[src/rtl/crc5_pkg.sv]
package crc5_pkg;

  localparam int          FRAME_W_DEF = 24;
  localparam int          CRC_W_DEF   = 5;
  localparam logic [5:0]  POLY_DEF    = 6'b110101;
  localparam logic [4:0]  SEED_DEF    = 5'b00111;

  typedef enum logic {
    PH_IDLE = 1'b0,
    PH_RUN  = 1'b1
  } phase_e;

endpackage

[src/rtl/crc5_rst_sync.sv]
module crc5_rst_sync (
  input  logic clk,
  input  logic rst_n,
  output logic rst_sync_n
);

  logic [1:0] sync_q;

  always_ff @(posedge clk or negedge rst_n) begin
    if (!rst_n) sync_q <= 2'b00;
    else        sync_q <= {sync_q[0], 1'b1};
  end

  assign rst_sync_n = sync_q[1];

endmodule

[src/rtl/crc5_div_step.sv]
module crc5_div_step #(
  parameter int                STEP_W = 6,
  parameter logic [STEP_W-1:0] POLY   = 6'b110101
) (
  input  logic [STEP_W-1:0] in_i,
  output logic [STEP_W-1:0] out_o
);

  // Subtract (XOR) the generator only when the leading bit is set.
  always_comb begin
    if (in_i[STEP_W-1]) out_o = in_i ^ POLY;
    else                out_o = in_i;
  end

endmodule

[src/rtl/crc5_ser_gather.sv]
module crc5_ser_gather #(
  parameter int FRAME_W = 24
) (
  input  logic               clk,
  input  logic               rst_n,
  input  logic               ser_valid_i,
  input  logic               ser_bit_i,
  input  logic               block_i,
  input  logic               flush_i,
  output logic               full_o,
  output logic [FRAME_W-1:0] frame_o
);

  localparam int              CW     = $clog2(FRAME_W);
  localparam logic [CW-1:0]   LAST_C = CW'(FRAME_W - 1);

  logic [CW-1:0]      cnt_q, cnt_d;
  logic [FRAME_W-2:0] acc_q, acc_d;
  logic               take;

  assign take    = ser_valid_i & ~block_i & ~flush_i;
  assign full_o  = take & (cnt_q == LAST_C);
  assign frame_o = {acc_q, ser_bit_i};

  always_comb begin
    cnt_d = cnt_q;
    acc_d = acc_q;
    if (flush_i || full_o) begin
      cnt_d = '0;
    end else if (take) begin
      cnt_d = cnt_q + 1'b1;
      acc_d = {acc_q[FRAME_W-3:0], ser_bit_i};
    end
  end

  always_ff @(posedge clk or negedge rst_n) begin
    if (!rst_n) begin
      cnt_q <= '0;
      acc_q <= '0;
    end else begin
      cnt_q <= cnt_d;
      acc_q <= acc_d;
    end
  end

endmodule

[src/rtl/crc5_ctl.sv]
module crc5_ctl
  import crc5_pkg::*;
#(
  parameter int STEPS = 19
) (
  input  logic clk,
  input  logic rst_n,
  input  logic launch_i,
  output logic busy_o,
  output logic first_o,
  output logic last_o,
  output logic done_o
);

  localparam int            CW     = $clog2(STEPS + 1);
  localparam logic [CW-1:0] LAST_C = CW'(STEPS - 1);

  phase_e        ph_q, ph_d;
  logic [CW-1:0] cnt_q, cnt_d;
  logic          done_q, done_d;

  assign busy_o  = (ph_q == PH_RUN);
  assign first_o = busy_o & (cnt_q == '0);
  assign last_o  = busy_o & (cnt_q == LAST_C);
  assign done_o  = done_q;

  always_comb begin
    ph_d   = ph_q;
    cnt_d  = cnt_q;
    done_d = 1'b0;
    if (busy_o) begin
      cnt_d = cnt_q + 1'b1;
      if (last_o) begin
        ph_d   = PH_IDLE;
        done_d = 1'b1;
      end
    end else if (launch_i) begin
      ph_d  = PH_RUN;
      cnt_d = '0;
    end
  end

  always_ff @(posedge clk or negedge rst_n) begin
    if (!rst_n) begin
      ph_q   <= PH_IDLE;
      cnt_q  <= '0;
      done_q <= 1'b0;
    end else begin
      ph_q   <= ph_d;
      cnt_q  <= cnt_d;
      done_q <= done_d;
    end
  end

endmodule

[src/rtl/crc5_frame_engine.sv]
module crc5_frame_engine
  import crc5_pkg::*;
#(
  parameter int               FRAME_W = FRAME_W_DEF,
  parameter int               CRC_W   = CRC_W_DEF,
  parameter logic [CRC_W:0]   POLY    = POLY_DEF,
  parameter logic [CRC_W-1:0] SEED    = SEED_DEF
) (
  input  logic               clk,
  input  logic               rst_n,
  input  logic               start_i,
  input  logic [FRAME_W-1:0] frame_i,
  input  logic               ser_valid_i,
  input  logic               ser_bit_i,
  output logic               busy_o,
  output logic               done_o,
  output logic [CRC_W-1:0]   crc_o,
  output logic               match_o
);

  localparam int STEP_W = CRC_W + 1;
  localparam int TAIL_W = FRAME_W - STEP_W;
  localparam int STEPS  = FRAME_W - CRC_W;

  logic               rst_i_n;
  logic               busy, first, last, start_acc, ser_full, launch;
  logic [FRAME_W-1:0] ser_frame, sel_frame, seeded;
  logic [STEP_W-1:0]  step_q, step_d, div_in, div_out;
  logic [TAIL_W-1:0]  tail_q, tail_d;
  logic [CRC_W-1:0]   rx_q, rx_d, crc_q, crc_d;
  logic               match_q, match_d;

  crc5_rst_sync u_rst (
    .clk        (clk),
    .rst_n      (rst_n),
    .rst_sync_n (rst_i_n)
  );

  assign start_acc = start_i & ~busy;
  assign launch    = start_acc | ser_full;
  assign sel_frame = start_acc ? frame_i : ser_frame;
  assign seeded    = {sel_frame[FRAME_W-1:CRC_W], SEED};

  crc5_ser_gather #(.FRAME_W(FRAME_W)) u_gather (
    .clk         (clk),
    .rst_n       (rst_i_n),
    .ser_valid_i (ser_valid_i),
    .ser_bit_i   (ser_bit_i),
    .block_i     (busy),
    .flush_i     (start_acc),
    .full_o      (ser_full),
    .frame_o     (ser_frame)
  );

  crc5_ctl #(.STEPS(STEPS)) u_ctl (
    .clk      (clk),
    .rst_n    (rst_i_n),
    .launch_i (launch),
    .busy_o   (busy),
    .first_o  (first),
    .last_o   (last),
    .done_o   (done_o)
  );

  // The first step reduces the raw top bits; later steps shift in one tail bit.
  assign div_in = first ? step_q : {step_q[CRC_W-1:0], tail_q[TAIL_W-1]};

  crc5_div_step #(.STEP_W(STEP_W), .POLY(POLY)) u_step (
    .in_i  (div_in),
    .out_o (div_out)
  );

  always_comb begin
    step_d  = step_q;
    tail_d  = tail_q;
    rx_d    = rx_q;
    crc_d   = crc_q;
    match_d = match_q;
    if (busy) begin
      step_d = div_out;
      if (!first) tail_d = {tail_q[TAIL_W-2:0], 1'b0};
      if (last) begin
        crc_d   = div_out[CRC_W-1:0];
        match_d = (div_out[CRC_W-1:0] == rx_q);
      end
    end else if (launch) begin
      step_d = seeded[FRAME_W-1:TAIL_W];
      tail_d = seeded[TAIL_W-1:0];
      rx_d   = sel_frame[CRC_W-1:0];
    end
  end

  always_ff @(posedge clk or negedge rst_i_n) begin
    if (!rst_i_n) begin
      step_q  <= '0;
      tail_q  <= '0;
      rx_q    <= '0;
      crc_q   <= '0;
      match_q <= 1'b0;
    end else begin
      step_q  <= step_d;
      tail_q  <= tail_d;
      rx_q    <= rx_d;
      crc_q   <= crc_d;
      match_q <= match_d;
    end
  end

  assign busy_o  = busy;
  assign crc_o   = crc_q;
  assign match_o = match_q;

endmodule

[config.mk]
export PLATFORM = sky130hd
export DESIGN_NAME = crc5_frame_engine
export DESIGN_NICKNAME = d
export VERILOG_FILES = /design/src/rtl/crc5_pkg.sv /design/src/rtl/crc5_rst_sync.sv /design/src/rtl/crc5_div_step.sv /design/src/rtl/crc5_ser_gather.sv /design/src/rtl/crc5_ctl.sv /design/src/rtl/crc5_frame_engine.sv
export SDC_FILE = /design/constraint.sdc
export NUM_CORES = 1
export LEC_CHECK = 0
export ABC_AREA = 1
export BUFFER_PORTS_ARGS = -buffer_cell sky130_fd_sc_hd__buf_2
export CAP_MARGIN = 25
export CORE_ASPECT_RATIO = 1.5
export CORE_MARGIN = 4
export CORE_UTILIZATION = 45
export CTS_CLUSTER_SIZE = 28
export DETAILED_ROUTE_END_ITERATION = 10
export GPL_TIMING_DRIVEN = 0
export MAX_ROUTING_LAYER = met4
export SETUP_SLACK_MARGIN = 0.2
export SYNTH_ARGS = -nofsm -noshare
export SYNTH_HDL_FRONTEND = slang
export SYNTH_HIERARCHICAL = 1
export SYNTH_SLANG_ARGS = --single-unit
[constraint.sdc]
create_clock -name clk -period 2.75 [get_ports clk]
set_clock_uncertainty 0.1 [all_clocks]
set_input_delay 0.55 -clock clk [delete_from_list [all_inputs] [get_ports clk]]
set_output_delay 0.55 -clock clk [all_outputs]
set_load 0.02 [all_outputs]
==> metrics.md, run 1 <==
| Metric | Value |
|---|---|
| Max_cap viols | `0` |
| Most common cell after layout, fill and taps aside | `nand2_1` |
| Gr usage total | `0.184` |
| Total Wirelength | `8.29 mm` |
| Initial antenna violation count | `0` |
| Global placer's final weighted congestion | `~0.84` |
| ANT cells | `0` |
| Routed wire length per instance | `between 10 and 15 um` |
| Total die area | `around 10000 um^2` |
| Worst setup SP type | `register` |
| Synth top area cells | `dfrtp_1 47%, nand2_1 29%, inv_1 3.6%` |
| Synth unique cells | `27` |
| Most frequent cells in the layout | `297 x nand2_1, 70 x dfrtp_1, 41 x buf_2` |
| CTS max path bufs | `2` |
| Critical path class | `reg -> reg` |
| Clk_lat worst skew | `0.33 ns` |
| First-pass detailed-route iteration total | `4` |
| CTS tree | `done` |
| WP data arrival | `around 2.4 ns` |
| Leak | `~2.6 nW` |
| H-tree depth | `3` |
| Initial Util | `0.467` |
| Synthesized net count | `around 560` |
| Post-synthesis sequential area ratio | `0.473` |
| FP Rows | `40` |
| Post-DP HPWL | `about 6.1 mm` |
| Worst min path class | `reg -> async` |
| DIE HEIGHT | `between 100 and 150 um` |
| Avg Vias per Cell | `4.77` |
| Largest net degree at the start of global routing | `around 50` |
| Final setup violation count | `0` |
| Final hold viol count | `0` |
| Peak supply drop | `between 0.6 and 0.7 mV` |
| #FFs+latches synth | `a little over 70` |
| Synth Instances | `526` |
| Initial drt markers | `170` |
| Syn-to-layout area delta | `17.5%` |
| Post-Layout Cell Count | `just under 700` |
| Power Dens Cells | `around 950 nW/um^2` |
| Final Net Count | `a little over 600` |
| Via count | `3266` |
| Post-route setup TNS | `0 ns` |
| Die X | `just over 80 um` |
| CTS Sinks | `around 70` |
| Slew Viols, Final | `0` |
| Syn avg cell area | `between 7 and 8 um^2` |
| Placed Instances | `~670` |
| CP max FO | `16` |
| First-pass GRT wire length | `around 14 mm` |
| Outcome | `finished clean` |
| Grt total ovfl | `0` |
| I/O pins | `37` |
| Final period util | `0.841` |
| Clk root buf | `clkbuf_16` |
| Clk slew on worst S/H paths | `roughly 0.060 ns` |
| Hold WS | `0.119 ns` |
| CP endpoint kind | `register` |
| Fin crit period | `~2.3 ns` |
| Synth warn | `6` |
| CORE AREA | `just over 8000 um^2` |
| Residual DRC | `0` |
| Vias in the first global route | `3123` |
| Cts bufs inserted | `9` |
| Fmax | `between 0.4 and 0.5 GHz` |
| RSZ-0062 raised after global routing | `yes` |
| Fraction of layout cells with a size suffix above 1 | `0.157` |
| Synth top area share | `0.473` |
| Post-DRT Antenna Nets | `0` |
| Req. time, crit path | `2.86 ns` |
| Port Buffers | `35` |
| Post-synth top area cell | `dfrtp_1` |
| Synth Cell Area | `3810 um^2` |
==> per-stage QoR <==
| stage | cell area (um^2) | utilization | power, mW | setup WS (ns) |
|---|---|---|---|---|
| finish | 4480 | 0.549 | 4.27 | 0.437 |
| CTS | 4440 | 0.545 | 4.29 | 0.209 |
| global route | 4480 | 0.549 | 4.66 | 0.193 |
| floorplan | 3810 | - | 2.77 | 0.277 |
| global placement | 4120 | 0.505 | 3.13 | -0.433 |
| detailed placement | 4150 | 0.509 | 3.17 | -0.340 |
==> critical path, stage by stage, from the launching register on <==
cell,delay [ns]
dfrtp_2,0.48
inv_2,0.13
nand2_1,0.14
inv_1,0.08
buf_6,0.14
inv_2,0.08
nand3_4,0.20
nor3_4,0.25
o21ai_4,0.12
nand2_4,0.13
buf_2,0.24
o22ai_1,0.10
==> final timing paths <==
path | depth (start not counted) | slack (ns) | startpoint | end
min reg2reg | 0 | 0.12 | u_rst/sync_q[1]$_DFF_PN0_ | tail_q[9]$_DFFE_PN0P_
max | 11 | 0.44 | u_ctl/busy_o$_DFF_PN0_ | tail_q[3]$_DFFE_PN0P_
max in group asynchronous | 1 | 1.87 | u_rst/sync_q[1]$_DFF_PN0_ | u_ctl/busy_o$_DFF_PN0_
min in group clk | 0 | 0.25 | u_rst/sync_q[0]$_DFF_PN0_ | u_rst/sync_q[1]$_DFF_PN0_
max reg2reg | 11 | 0.44 | u_ctl/busy_o$_DFF_PN0_ | tail_q[3]$_DFFE_PN0P_
min | 0 | 0.12 | u_rst/sync_q[1]$_DFF_PN0_ | tail_q[9]$_DFFE_PN0P_
==> layer usage <==
layer,track usage,up-vias,wire length [um]
li1,-,1708,-
met1,0.212,1502,3590
met2,0.311,48,4270
met3,0.0457,8,327
met4,0.0675,0,103
met5,-,-,0
==> layout make-up <==
cell class	instances	area, um^2
multi-input cells	389	1700
fillers	803	3680
inverters	43	164
repair buffers	40	235
well taps	105	131
plain buffers	21	165
clock buffers	15	278
flip-flops and latches	72	1810
==> synthesized netlist by cell type <==
cell,n
a21oi_1,2
buf_2,6
buf_4,7
buf_6,7
clkbuf_1,2
conb_1,2
dfrtp_1,72
ha_1,4
inv_1,37
inv_2,5
inv_4,1
nand2_1,297
nand2_2,2
nand2_4,4
nand3_1,15
nand3_4,1
nand4_1,1
nor2_1,13
nor2_8,2
nor3_1,2
o211ai_1,1
o21ai_0,27
o21ai_1,12
o21ai_4,1
o21bai_1,1
o22ai_1,1
or2_1,1
==> cell families (layout without fill, tap and decap cells) <==
| family | Yosys count | in the layout | share of synthesized area |
|---|---|---|---|
| simple gates | 338 | 338 | 0.361 |
| buf+inv | 65 | 119 | 0.0873 |
| compound gates | 45 | 45 | 0.0637 |
| fa+ha+maj | 4 | 4 | 0.0131 |
| other cells | 2 | 2 | 0.00197 |
| flops | 72 | 72 | 0.473 |
==> report_power, final <==
part	internal [mW]	switching (mW)	leakage, nW	total, mW
Sequential	1.40	0.249	0.942	1.65
Combinational	0.576	0.958	1.55	1.53
Clock	0.680	0.408	0.136	1.09
Total	2.65	1.61	2.63	4.27
==> state kept, by name (all words and copies together) (netlist names), 2 cells and up <==
register	flops
tail_q	18
u_rst/sync_q	2
crc_o	5
u_ctl/cnt_q	5
rx_q	5
u_gather/acc_q	23
u_gather/cnt_q	5
step_q	6
==> what timing repair did <==
action,4_1_cts,5_1_grt
pin swaps,0,0
endpoints found under the hold margin,2,0
buffers inserted,0,3
setup endpoints to repair,37,25
hold buffers,1,0
gates cloned,0,0
resized for setup,3,2
Note: power is estimated with default switching activity, not from simulation.
==> run 2, diff against run 1 <==
clock period = 2.3 ns   (was 2.75 ns; I/O delays follow)
==> metrics.md, run 2 (synthesis gave the netlist of run 1 again) <==
| Metric | Value |
|---|---|
| DP Area | `approximately 4200 um^2` |
| WP data arrival | `between 2 and 2.5 ns` |
| Clk pwr share | `0.227` |
| Syn-to-layout area delta | `21.1%` |
| Grt total ovfl | `0` |
| Clk_lat worst skew | `roughly 0.34 ns` |
| Final hold viol count | `0` |
| First-pass detailed-route iteration total | `4` |
| Cell count of the worst reg-to-reg path | `14` |
| I/O pins | `37` |
| Die X | `between 80 and 90 um` |
| First-pass GRT wire length | `around 15 mm` |
| Critical path, cell by cell | `buf_8 > nand2_2 > nor3_4 > inv_2 > buf_4 > nand2_1 > nand2_1 > buf_4 > inv_1 > nand2_1 > nand2_1 > nor2_1 > nand3_1 > nand2_1` |
| Top reg by flops | `u_gather/acc_q` |
| Final Net Count | `623` |
| H-tree depth | `3` |
| Post-Layout Cell Count | `about 700` |
| FP Rows | `40` |
| Finished Cell Area | `4620 um^2` |
| Largest register FFs | `23` |
| Max_cap viols | `0` |
| ANT cells | `0` |
| Total Wirelength | `8.78 mm` |
| Vias in the first global route | `3122` |
| Slew Viols, Final | `0` |
| Initial Util | `0.467` |
| Biggest regs | `u_gather/acc_q x23, tail_q x18, step_q x6` |
| Net switching power | `2.04 mW` |
| Fmax | `0.501 GHz` |
| Most used cell, CP | `nand2_1` |
| Outcome | `finished clean` |
| Leak | `around 2.7 nW` |
| RSZ-0062 raised after global routing | `yes` |
| CORE AREA | `8160 um^2` |
| Avg Vias per Cell | `approximately 4.7` |
| Post-DP HPWL | `slightly above 6 mm` |
| Gr usage total | `0.189` |
| Port Buffers | `35` |
| CP max FO | `11` |
| Placed Instances | `667` |
| Largest net degree at the start of global routing | `65` |
| CTS tree | `done` |
| Worst setup SP type | `register` |
| Fraction of layout cells with a size suffix above 1 | `0.203` |
| Worst min path class | `reg -> async` |
| Part of the power in combinational logic | `0.400` |
| Int Pwr | `between 3 and 4 mW` |
| CTS Sinks | `around 70` |
| Cts bufs inserted | `9` |
| Post-DRT Antenna Nets | `0` |
| Clk slew on worst S/H paths | `about 0.050 ns` |
| CP Depth | `14` |
| Sw frac | `0.387` |
| DIE HEIGHT | `approximately 120 um` |
| Clk root buf | `clkbuf_16` |
| Req. time, crit path | `2.42 ns` |
| Cell with the largest stage delay on the worst path | `dfrtp_2` |
| Most frequent cells in the layout | `289 x nand2_1, 70 x dfrtp_1, 40 x buf_2` |
| Routed wire length per instance | `12.6 um` |
| Final period util | `0.868` |
| CP bufs+invs | `5` |
| Total die area | `between 10000 and 15000 um^2` |
| Crit path largest cell delay | `between 0.4 and 0.5 ns` |
| Initial antenna violation count | `0` |
| Final setup violation count | `0` |
| Fin crit period | `between 1.5 and 2 ns` |
| Residual DRC | `0` |
| Critical path class | `reg -> reg` |
| CTS max path bufs | `2` |
| Via count | `3292` |
| Crit-path leading delay family | `simple AND/OR/NAND/NOR gates` |
| Peak supply drop | `~0.6 mV` |
| Initial drt markers | `approximately 130` |
| Fill cells | `around 770` |
| CP endpoint kind | `register` |
| Power Dens Cells | `about 1100 nW/um^2` |
| Reg power frac | `0.373` |
| Most common cell after layout, fill and taps aside | `nand2_1` |
| Global placer's final weighted congestion | `roughly 0.8` |
| Fin util | `0.566` |
[run 2: cell types whose count changed in the layout (fill, tap and decap cells not counted), moves of 2 or more]
cell      previous run  this run
clkbuf_8             3         1
inv_1               37        33
buf_4               10        23
nand2_2              2         9
nand2_1            297       289
clkinv_2             0         2
inv_2                5         8
o21ai_2              0         2
o21ai_0             27        25
[run 2: area by class of cell]
cell class              instances  area (um^2)  share of cell area
flip-flops and latches         72         1810               0.391
plain buffers                  22          181              0.0393
multi-input cells             389         1750               0.378
repair buffers                 53          340              0.0737
clock inverters                 2         10.0             0.00217
clock buffers                  11          233              0.0504
inverters                      43          166              0.0361
well taps                     105          131              0.0285
[run 2: routing by layer]
metal | GRT usage | wire (um)
met1 | 0.225 | 3850
met2 | 0.312 | 4460
met3 | 0.0375 | 251
met4 | 0.0859 | 215
met5 | - | 0
[run 2: power by group through the flow]
stage	combinational, mW	clock, mW	sequential, mW
2_1_floorplan	1.35	0	1.98
3_3_place_gp	1.76	0	2.00
3_5_place_dp	1.82	0	1.99
4_1_cts	1.94	1.23	1.96
5_1_grt	2.41	1.29	2.02
6_report	2.11	1.19	1.96
[run 2: repair_timing]
action                                 4_1_cts  5_1_grt
hold buffers                                 1        0
resized for setup                            9       17
setup endpoints to repair                   39       22
cloned                                       0        0
endpoints found under the hold margin        2        0
pin swaps                                    4       10
setup buffers                                8        8
[run 2: stage by stage]
| step | worst slack, ns | TNS (ns) | power (mW) | hold WS, ns |
|---|---|---|---|---|
| 6_report | 0.303 | 0 | 5.27 | 0.0394 |
| 5_1_grt | 0.119 | 0 | 5.71 | 0.0571 |
| 4_1_cts | 0.213 | 0 | 5.13 | 0.0489 |
| 3_5_place_dp | -0.260 | -4.84 | 3.82 | 0.0404 |
| 3_3_place_gp | -0.232 | -4.25 | 3.76 | 0.148 |
| 2_1_floorplan | 0.172 | 0 | 3.33 | 0.0644 |
[run 2: worst paths after layout]
path / from / endpoint / slack, ns
setup / recovery: u_ctl/busy_o$_DFF_PN0_ / match_o$_DFFE_PN0P_ / 0.30
hold / removal: u_rst/sync_q[1]$_DFF_PN0_ / tail_q[12]$_DFFE_PN0P_ / 0.04
min in group clk: u_rst/sync_q[0]$_DFF_PN0_ / u_rst/sync_q[1]$_DFF_PN0_ / 0.25
setup reg to reg: u_ctl/busy_o$_DFF_PN0_ / match_o$_DFFE_PN0P_ / 0.30
hold reg to reg: u_rst/sync_q[1]$_DFF_PN0_ / tail_q[12]$_DFFE_PN0P_ / 0.04
max in group asynchronous: u_rst/sync_q[1]$_DFF_PN0_ / u_ctl/busy_o$_DFF_PN0_ / 1.51
==> run 3, diff against run 2 <==
CORE_UTILIZATION = 59   (was 45)
PLACE_DENSITY = 0.8   (was unset)
==> metrics.md, run 3 (synthesis gave the netlist of run 1 again) <==
| Metric | Value |
|---|---|
| Cts bufs inserted | `9` |
| Port Buffers | `35` |
| ANT cells | `0` |
| Total die area | `slightly below 8000 um^2` |
| Outcome | `finished clean` |
| Fin crit period | `around 2 ns` |
| Worst min path class | `in -> reg` |
| RSZ-0062 raised after global routing | `no` |
| Residual DRC | `0` |
| Post-DP HPWL | `about 5.8 mm` |
| Cell count of the worst reg-to-reg path | `14` |
| WP data arrival | `2.12 ns` |
| Placed Instances | `around 640` |
| Biggest regs | `u_gather/acc_q x23, tail_q x18, step_q x6` |
| Slew Viols, Final | `0` |
| Leak | `around 2.6 nW` |
| Clk slew on worst S/H paths | `~0.070 ns` |
| I/O pins | `37` |
| Final hold viol count | `0` |
| Routed wire length per instance | `~12 um` |
| Vias in the first global route | `3058` |
| DIE HEIGHT | `between 100 and 150 um` |
| Final period util | `0.860` |
| Largest net degree at the start of global routing | `71` |
| Power Dens Cells | `about 1100 nW/um^2` |
| First-pass GRT wire length | `13.6 mm` |
| Most frequent cells in the layout | `290 x nand2_1, 70 x dfrtp_1, 40 x buf_2` |
| Clk root buf | `clkbuf_8` |
| Largest register FFs | `23` |
| Initial Util | `0.613` |
| Worst rel slew slack | `0.409` |
| Gr usage total | `0.229` |
| Final Net Count | `620` |
| Hold path depth | `3` |
| Total Wirelength | `slightly above 8 mm` |
| CTS max path bufs | `2` |
| Worst setup SP type | `register` |
| Fin util | `0.721` |
| Initial antenna violation count | `0` |
| Syn-to-layout area delta | `17.6%` |
| Via count | `between 3000 and 4000` |
| First-pass detailed-route iteration total | `4` |
| Req. time, crit path | `roughly 2.4 ns` |
| Avg Vias per Cell | `between 4 and 5` |
| Fraction of layout cells with a size suffix above 1 | `0.198` |
| CTS Sinks | `72` |
| Die X | `roughly 74 um` |
| Top reg by flops | `u_gather/acc_q` |
| Post-DRT Antenna Nets | `0` |
| Most common cell after layout, fill and taps aside | `nand2_1` |
| Hold WS | `0.241 ns` |
| Post-Layout Cell Count | `665` |
| Global placer's final weighted congestion | `between 0.8 and 0.9` |
| H-tree depth | `3` |
| CP endpoint kind | `register` |
| CTS tree | `done` |
| Peak supply drop | `slightly above 0.6 mV` |
| Final setup violation count | `0` |
| Fmax | `around 0.51 GHz` |
| Critical path class | `reg -> reg` |
| Max_cap viols | `0` |
| CORE AREA | `just over 6000 um^2` |
| Grt total ovfl | `0` |
| Initial drt markers | `about 230` |
| Worst slew pin tran | `around 0.9 ns` |
| CP max FO | `11` |
| Clk_lat worst skew | `0.34 ns` |
| FP Rows | `35` |
==> run 3: cell count changes in the layout (fill, tap and decap cells not counted), sizes merged <==
cell and delta:
buf -3, bufinv +2, clkbuf -1, clkinvlp +1
==> run 3: per-stage QoR <==
stage | setup TNS [ns] | setup slack [ns] | power (mW) | instance area, um^2
floorplan | 0 | 0.172 | 3.33 | 3830
global placement | -1.60 | -0.110 | 3.69 | 4100
detailed placement | -2.41 | -0.137 | 3.77 | 4100
CTS | 0 | 0.216 | 4.97 | 4410
global route | 0 | 0.152 | 5.50 | 4480
finish | 0 | 0.321 | 5.06 | 4480
==> run 3: layout make-up <==
class / instances / area [um^2]
fill: 510 / 1740
sequential: 72 / 1810
tap: 74 / 92.6
clock inverter: 5 / 81.3
inverter: 43 / 166
multi-input combinational: 389 / 1720
timing repair buffer: 50 / 294
clock buffer: 10 / 138
buffer: 22 / 181
==> run 3: per-layer routing <==
| layer | vias up | track usage | wire length (um) | part of all wire |
|---|---|---|---|---|
| li1 | 1717 | - | - | - |
| met1 | 1539 | 0.282 | 3380 | 0.42 |
| met2 | 55 | 0.381 | 4270 | 0.53 |
| met3 | 10 | 0.0397 | 333 | 0.041 |
| met4 | 0 | 0.0661 | 106 | 0.013 |
| met5 | - | - | 0 | 0 |
==> run 3: repair_timing <==
action | in CTS | in global routing
endpoints found under the setup margin | 36 | 31
hold endpoints to repair | 2 | 0
resized for setup | 8 | 11
buffers inserted | 8 | 6
pin swaps | 3 | 7
hold buffers | 1 | 0
==> run 3: final timing paths <==
| path | slack [ns] | end | start |
|---|---|---|---|
| min in group asynchronous | 0.32 | u_rst/sync_q[1]$_DFF_PN0_ | rst_n |
| hold / removal | 0.24 | u_gather/acc_q[0]$_DFFE_PN0P_ | ser_bit_i |
| hold reg to reg | 0.26 | u_rst/sync_q[1]$_DFF_PN0_ | u_rst/sync_q[0]$_DFF_PN0_ |
| max in group asynchronous | 1.10 | u_ctl/busy_o$_DFF_PN0_ | u_rst/sync_q[1]$_DFF_PN0_ |
| setup / recovery | 0.32 | tail_q[5]$_DFFE_PN0P_ | u_ctl/busy_o$_DFF_PN0_ |
| setup reg to reg | 0.32 | tail_q[5]$_DFFE_PN0P_ | u_ctl/busy_o$_DFF_PN0_ |
==> run 3: where the power goes <==
group	switching [mW]	total (mW)	internal [mW]
Clock	0.467	1.10	0.634
Sequential	0.294	1.96	1.67
Combinational	1.20	2.00	0.798
Total	1.96	5.06	3.10
==> run 3: critical path: stages (launching register included) <==
cell and delay (ns):
dfrtp_2 0.41, inv_4 0.04, nand2_2 0.07, inv_1 0.06
buf_6 0.14, inv_2 0.07, nand3_4 0.06, clkbuf_8 0.14
nor3_4 0.26, o21ai_4 0.12, nand2_4 0.10, inv_4 0.05
buf_6 0.13, nand2_1 0.05, nand2_1 0.05
